$ cat src/rtl/intr_dispatch_pkg.sv
package intr_dispatch_pkg;
  typedef enum logic {TRIG_EDGE = 1'b0, TRIG_LEVEL = 1'b1} trig_e;

  // a broadcast affects remote-pending only when level type and not directed
  function automatic logic eoi_counts(input logic is_level, input logic directed);
    return is_level & ~directed;
  endfunction

  // zero on the programmed delay selects the default
  function automatic int unsigned eff_delay(input int unsigned prog, input int unsigned dflt);
    return (prog == 0) ? dflt : prog;
  endfunction

  // true when this re-send is the one that reaches the storm limit
  function automatic logic storm_reached(input int unsigned cnt, input int unsigned limit);
    return (cnt + 1) >= limit;
  endfunction
endpackage

$ cat src/rtl/intr_pin_state.sv
module intr_pin_state
  import intr_dispatch_pkg::*;
#(
  parameter int VEC_W       = 8,
  parameter int STORM_LIMIT = 10000
) (
  input  logic             clk,
  input  logic             rst_n,
  input  logic             pin_in,
  input  logic             is_level,
  input  logic             masked,
  input  logic [VEC_W-1:0] vec,
  input  logic             eoi_fire,
  input  logic [VEC_W-1:0] eoi_vec,
  input  logic             acc,
  input  logic             acc_lvl,
  input  logic             expire,
  output logic             eligible,
  output logic             rirr,
  output logic             storm
);
  localparam int CNT_W = $clog2(STORM_LIMIT + 1);

  logic             req_q, done_q, rirr_q, hold_q;
  logic [CNT_W-1:0] cnt_q;
  logic             eoi_hit, pend, redo;

  assign eoi_hit = eoi_fire & (is_level == TRIG_LEVEL) & (vec == eoi_vec);
  assign pend    = req_q & ~masked;
  assign redo    = eoi_hit & pend;
  assign storm   = redo & storm_reached(32'(cnt_q), STORM_LIMIT);

  assign eligible = pend & (is_level ? (~rirr_q & ~hold_q) : ~done_q);
  assign rirr     = rirr_q;

  always_ff @(posedge clk or negedge rst_n) begin
    if (!rst_n) begin
      req_q  <= 1'b0;
      done_q <= 1'b0;
      rirr_q <= 1'b0;
      hold_q <= 1'b0;
      cnt_q  <= '0;
    end else begin
      req_q <= pin_in;
      if (!pin_in)            done_q <= 1'b0;
      else if (acc && !acc_lvl) done_q <= 1'b1;
      if (acc && acc_lvl)     rirr_q <= 1'b1;
      else if (eoi_hit)       rirr_q <= 1'b0;
      if (storm)              hold_q <= 1'b1;
      else if (expire)        hold_q <= 1'b0;
      if (eoi_hit) begin
        if (!redo || storm)   cnt_q <= '0;
        else                  cnt_q <= cnt_q + 1'b1;
      end
    end
  end
endmodule

$ cat src/rtl/intr_prio_pick.sv
module intr_prio_pick #(
  parameter int NPINS = 8,
  localparam int PIN_W = $clog2(NPINS)
) (
  input  logic [NPINS-1:0] req,
  output logic             any,
  output logic [PIN_W-1:0] idx
);
  always_comb begin
    any = 1'b0;
    idx = '0;
    for (int i = NPINS - 1; i >= 0; i--) begin
      if (req[i]) begin
        any = 1'b1;
        idx = PIN_W'(i);
      end
    end
  end
endmodule

$ cat src/rtl/intr_defer_timer.sv
module intr_defer_timer
  import intr_dispatch_pkg::*;
#(
  parameter int DELAY_W   = 16,
  parameter int DEF_DELAY = 1000
) (
  input  logic               clk,
  input  logic               rst_n,
  input  logic               start,
  input  logic [DELAY_W-1:0] prog,
  output logic               active,
  output logic               expire
);
  logic [DELAY_W-1:0] cnt_q;

  assign expire = active & (cnt_q == DELAY_W'(1));

  always_ff @(posedge clk or negedge rst_n) begin
    if (!rst_n) begin
      active <= 1'b0;
      cnt_q  <= '0;
    end else if (start && (!active || expire)) begin
      active <= 1'b1;
      cnt_q  <= DELAY_W'(eff_delay(32'(prog), DEF_DELAY));
    end else if (expire) begin
      active <= 1'b0;
      cnt_q  <= '0;
    end else if (active) begin
      cnt_q <= cnt_q - 1'b1;
    end
  end
endmodule

$ cat src/rtl/intr_dispatch.sv
module intr_dispatch
  import intr_dispatch_pkg::*;
#(
  parameter int NPINS       = 8,
  parameter int VEC_W       = 8,
  parameter int DEST_W      = 8,
  parameter int STORM_LIMIT = 10000,
  parameter int DEF_DELAY   = 1000,
  parameter int DELAY_W     = 16
) (
  input  logic                       clk,
  input  logic                       rst_n,
  input  logic [NPINS-1:0]           pin_level,
  input  logic [NPINS-1:0]           cfg_level,
  input  logic [NPINS-1:0]           cfg_mask,
  input  logic [NPINS*VEC_W-1:0]     cfg_vector,
  input  logic [NPINS*DEST_W-1:0]    cfg_dest,
  input  logic                       eoi_valid,
  input  logic [VEC_W-1:0]           eoi_vector,
  input  logic                       eoi_is_level,
  input  logic                       directed_eoi,
  input  logic [DELAY_W-1:0]         delay_cycles,
  output logic                       msg_valid,
  input  logic                       msg_ready,
  output logic [VEC_W-1:0]           msg_vector,
  output logic [DEST_W-1:0]          msg_dest,
  output logic                       msg_level,
  output logic [$clog2(NPINS)-1:0]   msg_pin,
  output logic [NPINS-1:0]           remote_irr
);
  localparam int PIN_W = $clog2(NPINS);

  logic [NPINS-1:0] elig_vec, storm_vec;
  logic             any_elig, load_evt, accept, eoi_fire, storm_any;
  logic             tmr_active, tmr_expire;
  logic [PIN_W-1:0] sel_pin;

  assign eoi_fire  = eoi_valid & eoi_counts(eoi_is_level, directed_eoi);
  assign accept    = msg_valid & msg_ready;
  assign load_evt  = ~msg_valid & any_elig;
  assign storm_any = |storm_vec;

  for (genvar g = 0; g < NPINS; g++) begin : g_pin
    intr_pin_state #(.VEC_W(VEC_W), .STORM_LIMIT(STORM_LIMIT)) u_pin (
      .clk      (clk),
      .rst_n    (rst_n),
      .pin_in   (pin_level[g]),
      .is_level (cfg_level[g]),
      .masked   (cfg_mask[g]),
      .vec      (cfg_vector[g*VEC_W +: VEC_W]),
      .eoi_fire (eoi_fire),
      .eoi_vec  (eoi_vector),
      .acc      (accept && (msg_pin == PIN_W'(g))),
      .acc_lvl  (msg_level),
      .expire   (tmr_expire),
      .eligible (elig_vec[g]),
      .rirr     (remote_irr[g]),
      .storm    (storm_vec[g])
    );
  end

  intr_prio_pick #(.NPINS(NPINS)) u_pick (
    .req (elig_vec),
    .any (any_elig),
    .idx (sel_pin)
  );

  intr_defer_timer #(.DELAY_W(DELAY_W), .DEF_DELAY(DEF_DELAY)) u_tmr (
    .clk    (clk),
    .rst_n  (rst_n),
    .start  (storm_any),
    .prog   (delay_cycles),
    .active (tmr_active),
    .expire (tmr_expire)
  );

  always_ff @(posedge clk or negedge rst_n) begin
    if (!rst_n) begin
      msg_valid  <= 1'b0;
      msg_vector <= '0;
      msg_dest   <= '0;
      msg_level  <= 1'b0;
      msg_pin    <= '0;
    end else if (accept) begin
      msg_valid <= 1'b0;
    end else if (load_evt) begin
      msg_valid  <= 1'b1;
      msg_pin    <= sel_pin;
      msg_vector <= cfg_vector[sel_pin*VEC_W +: VEC_W];
      msg_dest   <= cfg_dest[sel_pin*DEST_W +: DEST_W];
      msg_level  <= cfg_level[sel_pin];
    end
  end
endmodule

$ cat config.mk
export PLATFORM = sky130hd
export DESIGN_NAME = intr_dispatch
export DESIGN_NICKNAME = d
export VERILOG_FILES = /design/src/rtl/intr_dispatch_pkg.sv /design/src/rtl/intr_pin_state.sv /design/src/rtl/intr_prio_pick.sv /design/src/rtl/intr_defer_timer.sv /design/src/rtl/intr_dispatch.sv
export SDC_FILE = /design/constraint.sdc
export NUM_CORES = 1
export LEC_CHECK = 0
export BUFFER_PORTS_ARGS = -buffer_cell sky130_fd_sc_hd__buf_4
export CAP_MARGIN = 20
export CORE_ASPECT_RATIO = 1.1
export CORE_MARGIN = 2
export CORE_UTILIZATION = 60
export DETAILED_ROUTE_END_ITERATION = 6
export GPL_TIMING_DRIVEN = 0
export PLACE_DENSITY = 0.85
export SLEW_MARGIN = 10
export SYNTH_ARGS = -nofsm -noshare
export SYNTH_HDL_FRONTEND = slang
export SYNTH_SLANG_ARGS = --single-unit
$ cat constraint.sdc
create_clock -name clk -period 6.72 [get_ports clk]
set_clock_uncertainty 0.2 [all_clocks]
set_input_delay 0.336 -clock clk [delete_from_list [all_inputs] [get_ports clk]]
set_output_delay 0.336 -clock clk [all_outputs]
set_load 0.05 [all_outputs]
==> summary.txt, run 1 <==
Yosys
  • Netlist cell types: 86
  • Post-synth EDFFs: 0
  • Cells after synthesis: 1368
  • Post-synthesis net count: 1560
  • Flops & latches, synth: 182
  • Cell Area, Synth: 12300 um^2
  • Syn avg cell area: 8.99 um^2
  • Sequential fraction of the synthesis area: 0.370
  • Share of flip-flops with an asynchronous set or reset: 1.00
  • Synthesis Warnings: 0
  • Ys flop type: dfrtp_1

Critical path
  • CP max stage cell: a31oi_2
  • Critical setup path kind: flop to flop
  • Reg2reg start: g_pin[6].u_pin.req_q
  • Reg2reg end: msg_vector[5]
  • Cells along the critical path: nor2b_1, o21ai_0, nand2_1, nand3_1, a31oi_2, clkbuf_1, mux4_2, a22oi_1, nand2_1
  • CP Capture Point: msg_vector[5]
  • Worst Path Required: 6.83 ns
  • Crit-path most repeated cell: nand2_1
  • Critical Path Sink Type: flop
  • Setup crit start: g_pin[6].u_pin.req_q
  • Crit path max fanout: 10
  • Critical Path Start Type: flop
  • Largest stage delay, worst path: 0.76 ns
  • Setup slack, reg-to-reg: 2.89 ns
  • R2R depth: 9
  • WP data arrival: 3.94 ns

Power
  • Sw power: 1.18 mW
  • Cell Pwr Density: 223 nW/um^2
  • P_leak: 6.39 nW
  • Clock power share: 0.313
  • Seq pwr share: 0.381
  • Max VDD drop: 196 uV
  • Combinational power share: 0.307
  • Internal cell power: 2.16 mW
  • Switch share: 0.352

Floorplan
  • Site row count: 54
  • Initial Util: 0.615
  • Core area: 20000 um^2
  • Die area: 21700 um^2
  • Die height: 154 um
  • Die Width: 141 um
  • Ports: 211

Finish
  • Share of post-route cells with drive strength above 1: 0.219
  • Layout Cells excl Fill: 1876
  • Final net count: 1803
  • Layout area overhead: 21.9%
  • Final instance area: 15000 um^2
  • Most common cell after layout, fill and taps aside: buf_4
  • Commonest non-fill, non-tap cells in the layout: buf_4 (214), dfrtp_1 (182), nand2_1 (174)
  • # diodes: 0
  • Fillers: 1452

Timing
  • Final-report hold violation count: 0
  • Slew Limit Fails: 0
  • Max frequency: 261 MHz
  • Setup WS post-layout: 2.89 ns
  • Post-Route Setup TNS: 0 ns
  • Final Setup Violations: 0
  • Actual slew at the worst max-slew pin: 1.17 ns
  • Slew HR: 0.217
  • Period utilisation layout: 0.569
  • Hold slack final: 0.0185 ns
  • Fin crit period: 3.83 ns
  • Unrepaired setup endpoints after global routing: false

Global routing
  • Number of global-route vias before repair: 11.5k
  • Initial antenna violation count: 0
  • Largest net degree at the start of global routing: 106
  • Total grt overflow: 0
  • First-pass GRT wire length: 59.5 mm
  • Gr usage total: 0.344

Route
  • Detailed Routing Iterations Pass 1: 6
  • Drt wl/cell: 20.0 um
  • Residual DRC: 0
  • Final Routed Wirelength: 37.5 mm
  • Number of routed nets with antenna violations: 0
  • DR vias: 12.2k
  • Vias per Instance: 6.50
  • DR iter-0 viols: 1256

Clock network
  • H-tree level count: 4
  • TritonCTS Buffers: 17
  • Worst-path clk slew: 0.07 ns
  • Worst skew pair latency: 0.44 ns
  • Num Clock Sinks: 182
  • CTS-repair resized insts: 0
  • CTS tree: yes
  • Clock Path Buffers: 2
  • CTS root buf: clkbuf_16

Min path
  • Hold Crit Class: input port to flop

Job
  • Max cap viols: 0

Place
  • Hpwl dp: 28.1 mm
  • Post-Place Setup Slack: 2.86 ns
  • Number of port buffers: 202
  • Final Wtd Congestion: 0.965
  • Placed cell area: 14200 um^2
  • Post-Place Cells: 1824

Outcome
  • Status: finished clean
-- sequential cells by signal, indices dropped and copies added, names as in the netlist --
register            flops
g_pin.u_pin.cnt_q     112
u_tmr.cnt_q            16
g_pin.u_pin.done_q      8
g_pin.u_pin.hold_q      8
g_pin.u_pin.req_q       8
g_pin.u_pin.rirr        8
msg_dest                8
msg_vector              8
msg_pin                 3
msg_level               1
msg_valid               1
u_tmr.active            1
-- repair_timing --
item / CTS / global route
hold buffers: 20 / 0
endpoints found under the hold margin: 131 / 0
setup buffers: 0 / 0
-- through the flow --
stage	util	power [mW]
after global placement	0.707	2.27
final	0.749	3.34
after floorplan	-	1.89
after CTS	0.749	3.34
after detailed placement	0.709	2.29
after global routing	0.749	3.44
-- how the worst min path moves through the flow --
stage / from / to / slack (ns) / depth (start not counted)
floorplan: rst_n / g_pin[0].u_pin.cnt_q[0] / -0.16 / 0
global route: delay_cycles[6] / u_tmr.cnt_q[6] / 0.02 / 3
global placement: g_pin[3].u_pin.hold_q / g_pin[3].u_pin.hold_q / 0.25 / 2
finish: delay_cycles[6] / u_tmr.cnt_q[6] / 0.02 / 3
CTS: delay_cycles[2] / u_tmr.cnt_q[2] / 0.0005 / 3
detailed placement: rst_n / g_pin[4].u_pin.cnt_q[5] / 0.25 / 1
-- worst max-delay path: cells and delay by family, from the launching register on --
family / cells / cell delay (ns)
buffers and inverters: 1 / 0.67
DFF: 1 / 0.32
and+or+nand+nor: 4 / 0.71
muxes: 1 / 0.63
AOI/OAI and AO/OA: 3 / 1.16
-- cells by family after synthesis --
group / synth area share
xor gates and xnor gates: 0.0598
and+or+nand+nor: 0.241
buffers and inverters: 0.0423
DFF: 0.370
muxes: 0.0759
adders and majority gates: 0.0102
AOI/OAI and AO/OA: 0.200
-- cell usage after synthesis, drive strengths merged, types with 3 or more instances --
cell     count  area (um^2)
a211oi       4         42.5
a21boi       4         30.0
a21o         6         45.0
a21oi       42          210
a22oi       19          148
a31oi       12         81.3
a32o         7         70.1
a32oi        4         35.0
and2         4         25.0
and3        32          200
and4        10         90.1
buf         41          264
clkbuf      34          129
dfrtp      182         4550
ha          10          125
inv         34          128
mux2         6         67.6
mux2i       10          100
mux4        34          766
nand2      174          653
nand2b      14         87.6
nand3       71          390
nand3b       6         45.0
nand4       33          246
nand4b       3         26.3
nor2       100          385
nor2b       19          119
nor3        29          176
nor3b        7         52.6
nor4        36          290
o211ai       9         67.6
o21a        12         90.1
o21ai      138          691
o221ai       3         26.3
o2bb2ai      7         61.3
o31ai       68          510
o41ai       14          130
or2          3         18.8
or3          5         31.3
or4          7         56.3
xnor2       37          324
xor2        47          412
-- final cells by class --
| cell class | instances | area [um^2] | area share |
|---|---|---|---|
| tap | 252 | 315 | 0.0210 |
| clock inverter | 14 | 174 | 0.0116 |
| timing repair buffer | 224 | 1760 | 0.117 |
| buffer | 75 | 393 | 0.0262 |
| multi-input combinational | 1077 | 7230 | 0.482 |
| inverter | 34 | 128 | 0.00851 |
| sequential | 182 | 4550 | 0.304 |
| clock buffer | 18 | 439 | 0.0293 |
-- routing by layer --
metal / part of all wire / vias up / GRT usage
met4: 0.031 / 0 / 0.124
met1: 0.40 / 5875 / 0.461
met5: 0 / - / 0
li1: - / 5595 / -
met2: 0.48 / 635 / 0.560
met3: 0.090 / 89 / 0.0688
-- power by group through the flow --
stage / Combinational (mW) / Sequential, mW / Clock, mW
floorplan: 0.415 / 1.48 / 0
global placement: 0.986 / 1.28 / 0
detailed placement: 1.00 / 1.29 / 0
CTS: 1.02 / 1.27 / 1.05
global route: 1.07 / 1.28 / 1.09
finish: 1.02 / 1.27 / 1.04
No activity file was read; power rests on OpenSTA's default activity.
==> run 2, diff against run 1 <==
CORE_UTILIZATION = 58   (was 60)
PLACE_DENSITY = 0.82   (was 0.85)
clock period = 3.9 ns   (was 6.72 ns; I/O delays follow)
==> run 2 against run 1 <==
Against the previous run:
- the run now ends with design-rule violations, negative hold slack left
- register-to-register slack worse by 2.7 ns
- via count up 0.63%
- sequential power up 74%
- critical endpoint is now msg_dest[1]
- design area up 0.68%
- first-iteration DRC count up 3.7%
- maximum frequency up 3.0%
- global-route usage down 0.35 points
- final cell count up 2.3%
- sequential share of layout area down 0.20 points
==> summary.txt, run 2 (same netlist as run 1, synthesis figures left out) <==
Outcome
  • Status: finished with violations
  • Failing checks: design-rule violations, negative hold slack

Global routing
  • Number of global-route vias before repair: 11.7k (+1.5%)
  • Largest net degree at the start of global routing: 108 (+1.9%)
  • First-pass GRT wire length: 60.4 mm (+1.5%)
  • Total grt overflow: 0 (unchanged)
  • Gr usage total: 0.340 (-0.00348)
  • Initial antenna violation count: 0 (unchanged)

Clock network
  • CTS root buf: clkbuf_16
  • Clock Path Buffers: 2 (unchanged)
  • Num Clock Sinks: 182 (unchanged)
  • Worst skew pair latency: 0.44 ns (about the same)
  • H-tree level count: 4 (unchanged)
  • CTS tree: yes
  • Worst-path clk slew: 0.07 ns (about the same)
  • TritonCTS Buffers: 17 (unchanged)

Floorplan
  • Die Width: 143 um (+1.7%)
  • Ports: 211 (unchanged)
  • Site row count: 55 (+1.9%)
  • Die area: 22400 um^2 (+3.4%)
  • Initial Util: 0.594 (-0.0212)
  • Core area: 20700 um^2 (+3.6%)
  • Die height: 157 um (+1.7%)

Route
  • WL met2: 18.1 mm (+0.60%)
  • Number of routed nets with antenna violations: 0 (unchanged)
  • Routed length on met1: 15.4 mm (+2.9%)
  • Drt wl/cell: 19.8 um (-1.0%)
  • Length of routed met3 wiring: 3.42 mm (+0.97%)
  • Residual DRC: 3 (+3)
  • DR vias: 12.3k (+0.63%)
  • Detailed Routing Iterations Pass 1: 7 (+1)
  • Vias per Instance: 6.39 (-1.6%)
  • DR iter-0 viols: 1302 (+3.7%)
  • Final Routed Wirelength: 38.0 mm (+1.2%)
  • Highest routed metal layer: met4

Power
  • Switch share: 0.359 (+0.00674)
  • Sw power: 2.04 mW (+73%)
  • Design Power: 5.68 mW (+70%)
  • Seq pwr share: 0.389 (+0.008)
  • Cell Pwr Density: 376 nW/um^2 (+69%)
  • Internal cell power: 3.64 mW (+68%)
  • P_leak: 6.42 nW (+0.46%)
  • Clock power share: 0.300 (-0.013)
  • Combinational power share: 0.311 (+0.004)
  • Max VDD drop: 325 uV (+66%)

Finish
  • Max FFs per register: 112 (unchanged)
  • Final net count: 1813 (+0.55%)
  • Most common cell after layout, fill and taps aside: buf_4
  • Largest registers: g_pin.u_pin.cnt_q: 112 flops, u_tmr.cnt_q: 16 flops
  • Layout Cells excl Fill: 1919 (+2.3%)
  • # diodes: 0 (unchanged)
  • Layout area overhead: 22.7%
  • Share of post-route cells with drive strength above 1: 0.217 (-0.00195)
  • Commonest non-fill, non-tap cells in the layout: buf_4 (215), dfrtp_1 (182), nand2_1 (174)
  • Biggest register: g_pin.u_pin.cnt_q

Timing
  • Slew HR: 0.356 (+0.139)
  • Final-report hold violation count: 1 (+1)
  • Slew Limit Fails: 0 (unchanged)
  • Final Setup Violations: 0 (unchanged)
  • Post-Route Setup TNS: 0 ns (unchanged)
  • Max frequency: 269 MHz (+3.0%)
  • Period utilisation layout: 0.952 (+0.383)
  • Fin crit period: 3.71 ns (-0.112 ns)
  • Hold slack final: -0.00399 ns (-0.0225 ns)
  • Unrepaired setup endpoints after global routing: false
  • Actual slew at the worst max-slew pin: 0.964 ns (-0.202 ns)
  • Setup WS post-layout: 0.187 ns (-2.71 ns)

Min path
  • Hold Crit Class: input port to flop

Place
  • Final Wtd Congestion: 0.984 (+2.0%)
  • Number of port buffers: 202 (unchanged)
  • Post-Place Setup Slack: 0.172 ns (-2.68 ns)
  • Post-Place Cells: 1859 (+1.9%)
  • Hpwl dp: 28.4 mm (+1.0%)

Critical path
  • Largest stage delay, worst path: 0.60 ns (-0.16 ns)
  • Critical Path Sink Type: flop
  • Crit-path most repeated cell: nand2_1
  • Worst Path Required: 4.02 ns (-2.81 ns)
  • Critical Path Start Type: flop
  • WP data arrival: 3.83 ns (-0.11 ns)
  • Family with the most delay on the worst path: compound AO/OA/AOI/OAI gates
  • CP bufs+invs: 2 (+1)
  • Critical setup path kind: flop to flop
  • CP max stage cell: clkbuf_1
  • Crit path max fanout: 10 (unchanged)
  • Cells along the critical path: nor3b_1, o21ai_0, o21ai_0, nand2_1, nand2_1, nand2_1, a21boi_0, buf_2, clkbuf_1, mux4_2, a22oi_1, nand2_1

Job
  • Max cap viols: 0 (unchanged)
-- run 2: cell types whose count changed in the layout (fill, tap and decap cells not counted), sizes merged --
cell         before  now
bufinv            3    1
clkbuf           52   58
clkinv            7    3
dlygate4sd3      20   29
inv              37   38
-- run 2: worst register-to-register path, stage by stage, from the launching register on --
cell      delay, ns
dfrtp_1        0.43
nor3b_1        0.19
o21ai_0        0.24
o21ai_0        0.23
nand2_1        0.07
nand2_1        0.08
nand2_1        0.06
a21boi_0       0.33
buf_2          0.34
clkbuf_1       0.61
mux4_2         0.41
a22oi_1        0.31
nand2_1        0.10
-- run 2: path summary, 6_finish.rpt --
check / startpoint / end / slack (ns) / cells past startpoint
setup / recovery: g_pin[7].u_pin.rirr / msg_dest[1] / 0.19 / 12
hold / removal: delay_cycles[5] / u_tmr.cnt_q[5] / -0.004 / 5
setup reg to reg: g_pin[7].u_pin.rirr / msg_dest[1] / 0.19 / 12
hold reg to reg: msg_vector[4] / msg_vector[4] / 0.27 / 2
max in group asynchronous: rst_n / g_pin[6].u_pin.cnt_q[1] / 2.45 / 3
min in group asynchronous: rst_n / g_pin[4].u_pin.cnt_q[8] / 0.10 / 2
-- run 2: metal layers --
layer,global-route usage,vias to the layer above
met3,0.0890,97
met4,0.109,0
met5,0,-
met1,0.463,5934
li1,-,5623
met2,0.535,617
-- run 2: per-stage QoR --
stage          area, um^2   util
2_1_floorplan       12300      -
3_3_place_gp        14200  0.684
3_5_place_dp        14200  0.687
4_1_cts             15100  0.728
5_1_grt             15100  0.729
6_report            15100  0.729
-- run 2: power by group through the flow --
| stage | clock (mW) | combinational [mW] | sequential, mW |
|---|---|---|---|
| finish | 1.71 | 1.77 | 2.21 |
| global route | 1.81 | 1.84 | 2.22 |
| CTS | 1.71 | 1.74 | 2.20 |
| detailed placement | 0 | 1.72 | 2.23 |
| global placement | 0 | 1.69 | 2.23 |
| floorplan | 0 | 0.716 | 2.55 |
-- run 2: cell type report --
class                   instances  area (um^2)
repair buffers                235         1860
clock buffers                  23          478
multi-input cells            1077         7230
well taps                     285          357
flip-flops and latches        182         4550
clock inverters                 9         91.3
plain buffers                  74          390
fillers                      1611         5620
inverters                      34          128
-- run 2: what timing repair did --
item	CTS	global route
gates resized for setup	0	2
endpoints found under the setup margin	0	13
hold buffers	29	0
hold endpoints to repair	110	0
buffers inserted	0	0
==> run 3, diff against run 2 <==
MAX_ROUTING_LAYER = met4   (was unset)
==> run 3 against run 2 <==
Against the previous run:
- the flow now finishes without violations
- combinational power is essentially flat
- final cell count grew 0.21%
- routed wire length grew 0.28%
- maximum frequency grew 2.3%
- flip-flop and latch count is the same
- global-route usage grew 1.0 points
- critical path depth shrank 1
- die area is the same
- first-iteration DRC count shrank 8.4%
- utilization grew 0.37 points
- worst hold slack gained 0.025 ns
- design area grew 0.51%
==> summary.txt, run 3 (same netlist as run 1, synthesis figures left out) <==
Finish
  • Largest registers: g_pin.u_pin.cnt_q: 112 flops, u_tmr.cnt_q: 16 flops
  • Biggest register: g_pin.u_pin.cnt_q
  • Share of post-route cells with drive strength above 1: 0.218 (+0.000690)
  • Fillers: 1577 (-2.1%)
  • Final net count: 1817 (+0.22%)
  • Most common cell after layout, fill and taps aside: buf_4
  • Multi-input logic area: 7240 um^2 (about the same)
  • # diodes: 0 (unchanged)
  • FF+latch area: 4550 um^2 (unchanged)
  • Layout area overhead: 23.3%
  • Max FFs per register: 112 (unchanged)
  • Commonest non-fill, non-tap cells in the layout: buf_4 (214), dfrtp_1 (182), nand2_1 (174)
  • Layout Cells excl Fill: 1923 (+0.21%)

Timing
  • Actual slew at the worst max-slew pin: 0.929 ns (-0.0350 ns)
  • Slew Limit Fails: 0 (unchanged)
  • Period utilisation layout: 0.931 (-0.0211)
  • Slew HR: 0.380 (+0.0234)
  • Max frequency: 275 MHz (+2.3%)
  • Final-report hold violation count: 0 (-1)
  • Final Setup Violations: 0 (unchanged)
  • Unrepaired setup endpoints after global routing: false
  • Post-Route Setup TNS: 0 ns (unchanged)
  • Fin crit period: 3.63 ns (-0.0823 ns)

Outcome
  • Status: finished clean

Power
  • P_leak: 6.43 nW (+0.27%)
  • Cell Pwr Density: 380 nW/um^2 (+1.1%)
  • Max VDD drop: 318 uV (-2.2%)

Critical path
  • Reg2reg end: u_tmr.cnt_q[12]
  • Critical Path Sink Type: flop
  • Setup slack, reg-to-reg: 0.29 ns (+0.10 ns)
  • Reg2reg start: g_pin[4].u_pin.cnt_q[0]
  • WP data arrival: 3.75 ns (-0.08 ns)
  • Critical Path Start Type: input port
  • Setup crit start: cfg_mask[6]
  • Critical setup path kind: input port to flop
  • R2R depth: 11 (-1)
  • CP Capture Point: msg_vector[5]
  • Crit path max fanout: 10 (unchanged)
  • Worst Path Required: 4.02 ns (about the same)

Floorplan
  • Site row count: 55 (unchanged)
  • Die area: 22400 um^2 (unchanged)
  • Die height: 157 um (unchanged)
  • Core area: 20700 um^2 (unchanged)
  • Ports: 211 (unchanged)
  • Die Width: 143 um (unchanged)
  • Initial Util: 0.594 (unchanged)

Place
  • Hpwl dp: 28.3 mm (-0.13%)
  • Number of port buffers: 202 (unchanged)
  • Final Wtd Congestion: 0.970 (-1.4%)
  • Post-Place Cells: 1857 (-0.11%)

Clock network
  • H-tree level count: 4 (unchanged)
  • Num Clock Sinks: 182 (unchanged)
  • TritonCTS Buffers: 17 (unchanged)
  • Worst skew pair latency: 0.43 ns (about the same)
  • Worst-path clk slew: 0.07 ns (about the same)
  • Clock Path Buffers: 2 (unchanged)
  • CTS tree: yes
  • CTS root buf: clkbuf_16

Global routing
  • Largest net degree at the start of global routing: 96 (-11%)
  • Gr usage total: 0.351 (+0.0103)
  • First-pass GRT wire length: 60.1 mm (-0.56%)
  • Initial antenna violation count: 0 (unchanged)
  • Number of global-route vias before repair: 11.6k (-1.1%)
  • Total grt overflow: 0 (unchanged)

Route
  • Detailed Routing Iterations Pass 1: 7 (unchanged)
  • Vias per Instance: 6.36 (-0.52%)
  • Number of routed nets with antenna violations: 0 (unchanged)
  • DR vias: 12.2k (-0.31%)
  • Final Routed Wirelength: 38.1 mm (+0.28%)
  • Drt wl/cell: 19.8 um (about the same)
  • DR iter-0 viols: 1192 (-8.4%)
  • Residual DRC: 0 (-3)

Min path
  • Hold Path Cell Cnt: 4 (-1)
  • Hold Crit Class: input port to flop

Job
  • Max cap viols: 0 (unchanged)
==> run 3: changes by cell type in the layout (fill, tap and decap cells not counted), moves of 2 or more <==
cell,delta
bufinv_16,+2
clkbuf_1,-2
clkbuf_8,-3
clkinvlp_4,+3
dlygate4sd3_1,+4
==> run 3: power breakdown <==
| part | switching (mW) | internal [mW] | total, mW |
|---|---|---|---|
| logic | 1.12 | 0.661 | 1.78 |
| registers | 0.163 | 2.04 | 2.21 |
| clock network | 0.770 | 1.01 | 1.78 |
| total | 2.05 | 3.72 | 5.77 |
==> run 3: timing repair <==
item                                    4_1_cts  5_1_grt
hold endpoints to repair                    126        0
hold buffers                                 33        0
resized for setup                             0        2
endpoints found under the setup margin        0       10
setup buffers                                 0        0
==> run 3: worst min-delay path by stage <==
stage,slack [ns],startpoint,endpoint
6_report,0.02,cfg_dest[27],msg_dest[3]
5_1_grt,0.02,cfg_dest[12],msg_dest[4]
4_1_cts,0.004,cfg_dest[12],msg_dest[4]
3_5_place_dp,0.05,rst_n,g_pin[4].u_pin.cnt_q[9]
3_3_place_gp,0.12,pin_level[7],g_pin[7].u_pin.req_q
2_1_floorplan,-0.30,rst_n,g_pin[0].u_pin.cnt_q[0]
==> run 3: critical path: stages <==
cell,delay (ns)
dlygate4sd3_1,0.54
buf_4,0.13
nor2b_1,0.33
o21ai_0,0.18
nand2_1,0.17
nand3_1,0.14
a31oi_4,0.52
clkbuf_1,0.63
mux4_2,0.62
a22oi_1,0.22
nand2_1,0.08
==> run 3: layout make-up <==
type	count	area share
Sequential cell	182	0.300
Timing Repair Buffer	238	0.125
Buffer	75	0.0260
Inverter	34	0.00841
Clock buffer	18	0.0283
Clock inverter	14	0.0115
Multi-Input combinational cell	1077	0.477
Tap cell	285	0.0235
==> run 3: per-layer routing <==
metal	wire, um	up-vias	part of all wire	global-route usage
li1	-	5629	-	-
met1	15600	6005	0.41	0.463
met2	18400	539	0.48	0.538
met3	3400	60	0.089	0.0927
met4	769	0	0.020	0.0995
met5	0	-	0	-
==> run 3: metrics by stage <==
step	setup slack, ns	hold slack [ns]	instance area (um^2)	util	power, mW
after floorplan	0.884	-0.301	12300	-	3.26
after global placement	0.153	0.118	14200	0.684	3.93
after detailed placement	0.127	0.0528	14200	0.686	3.96
after CTS	0.172	0.00403	15200	0.731	5.77
after global routing	0.0115	0.0223	15200	0.732	5.98
final	0.269	0.0207	15200	0.732	5.77
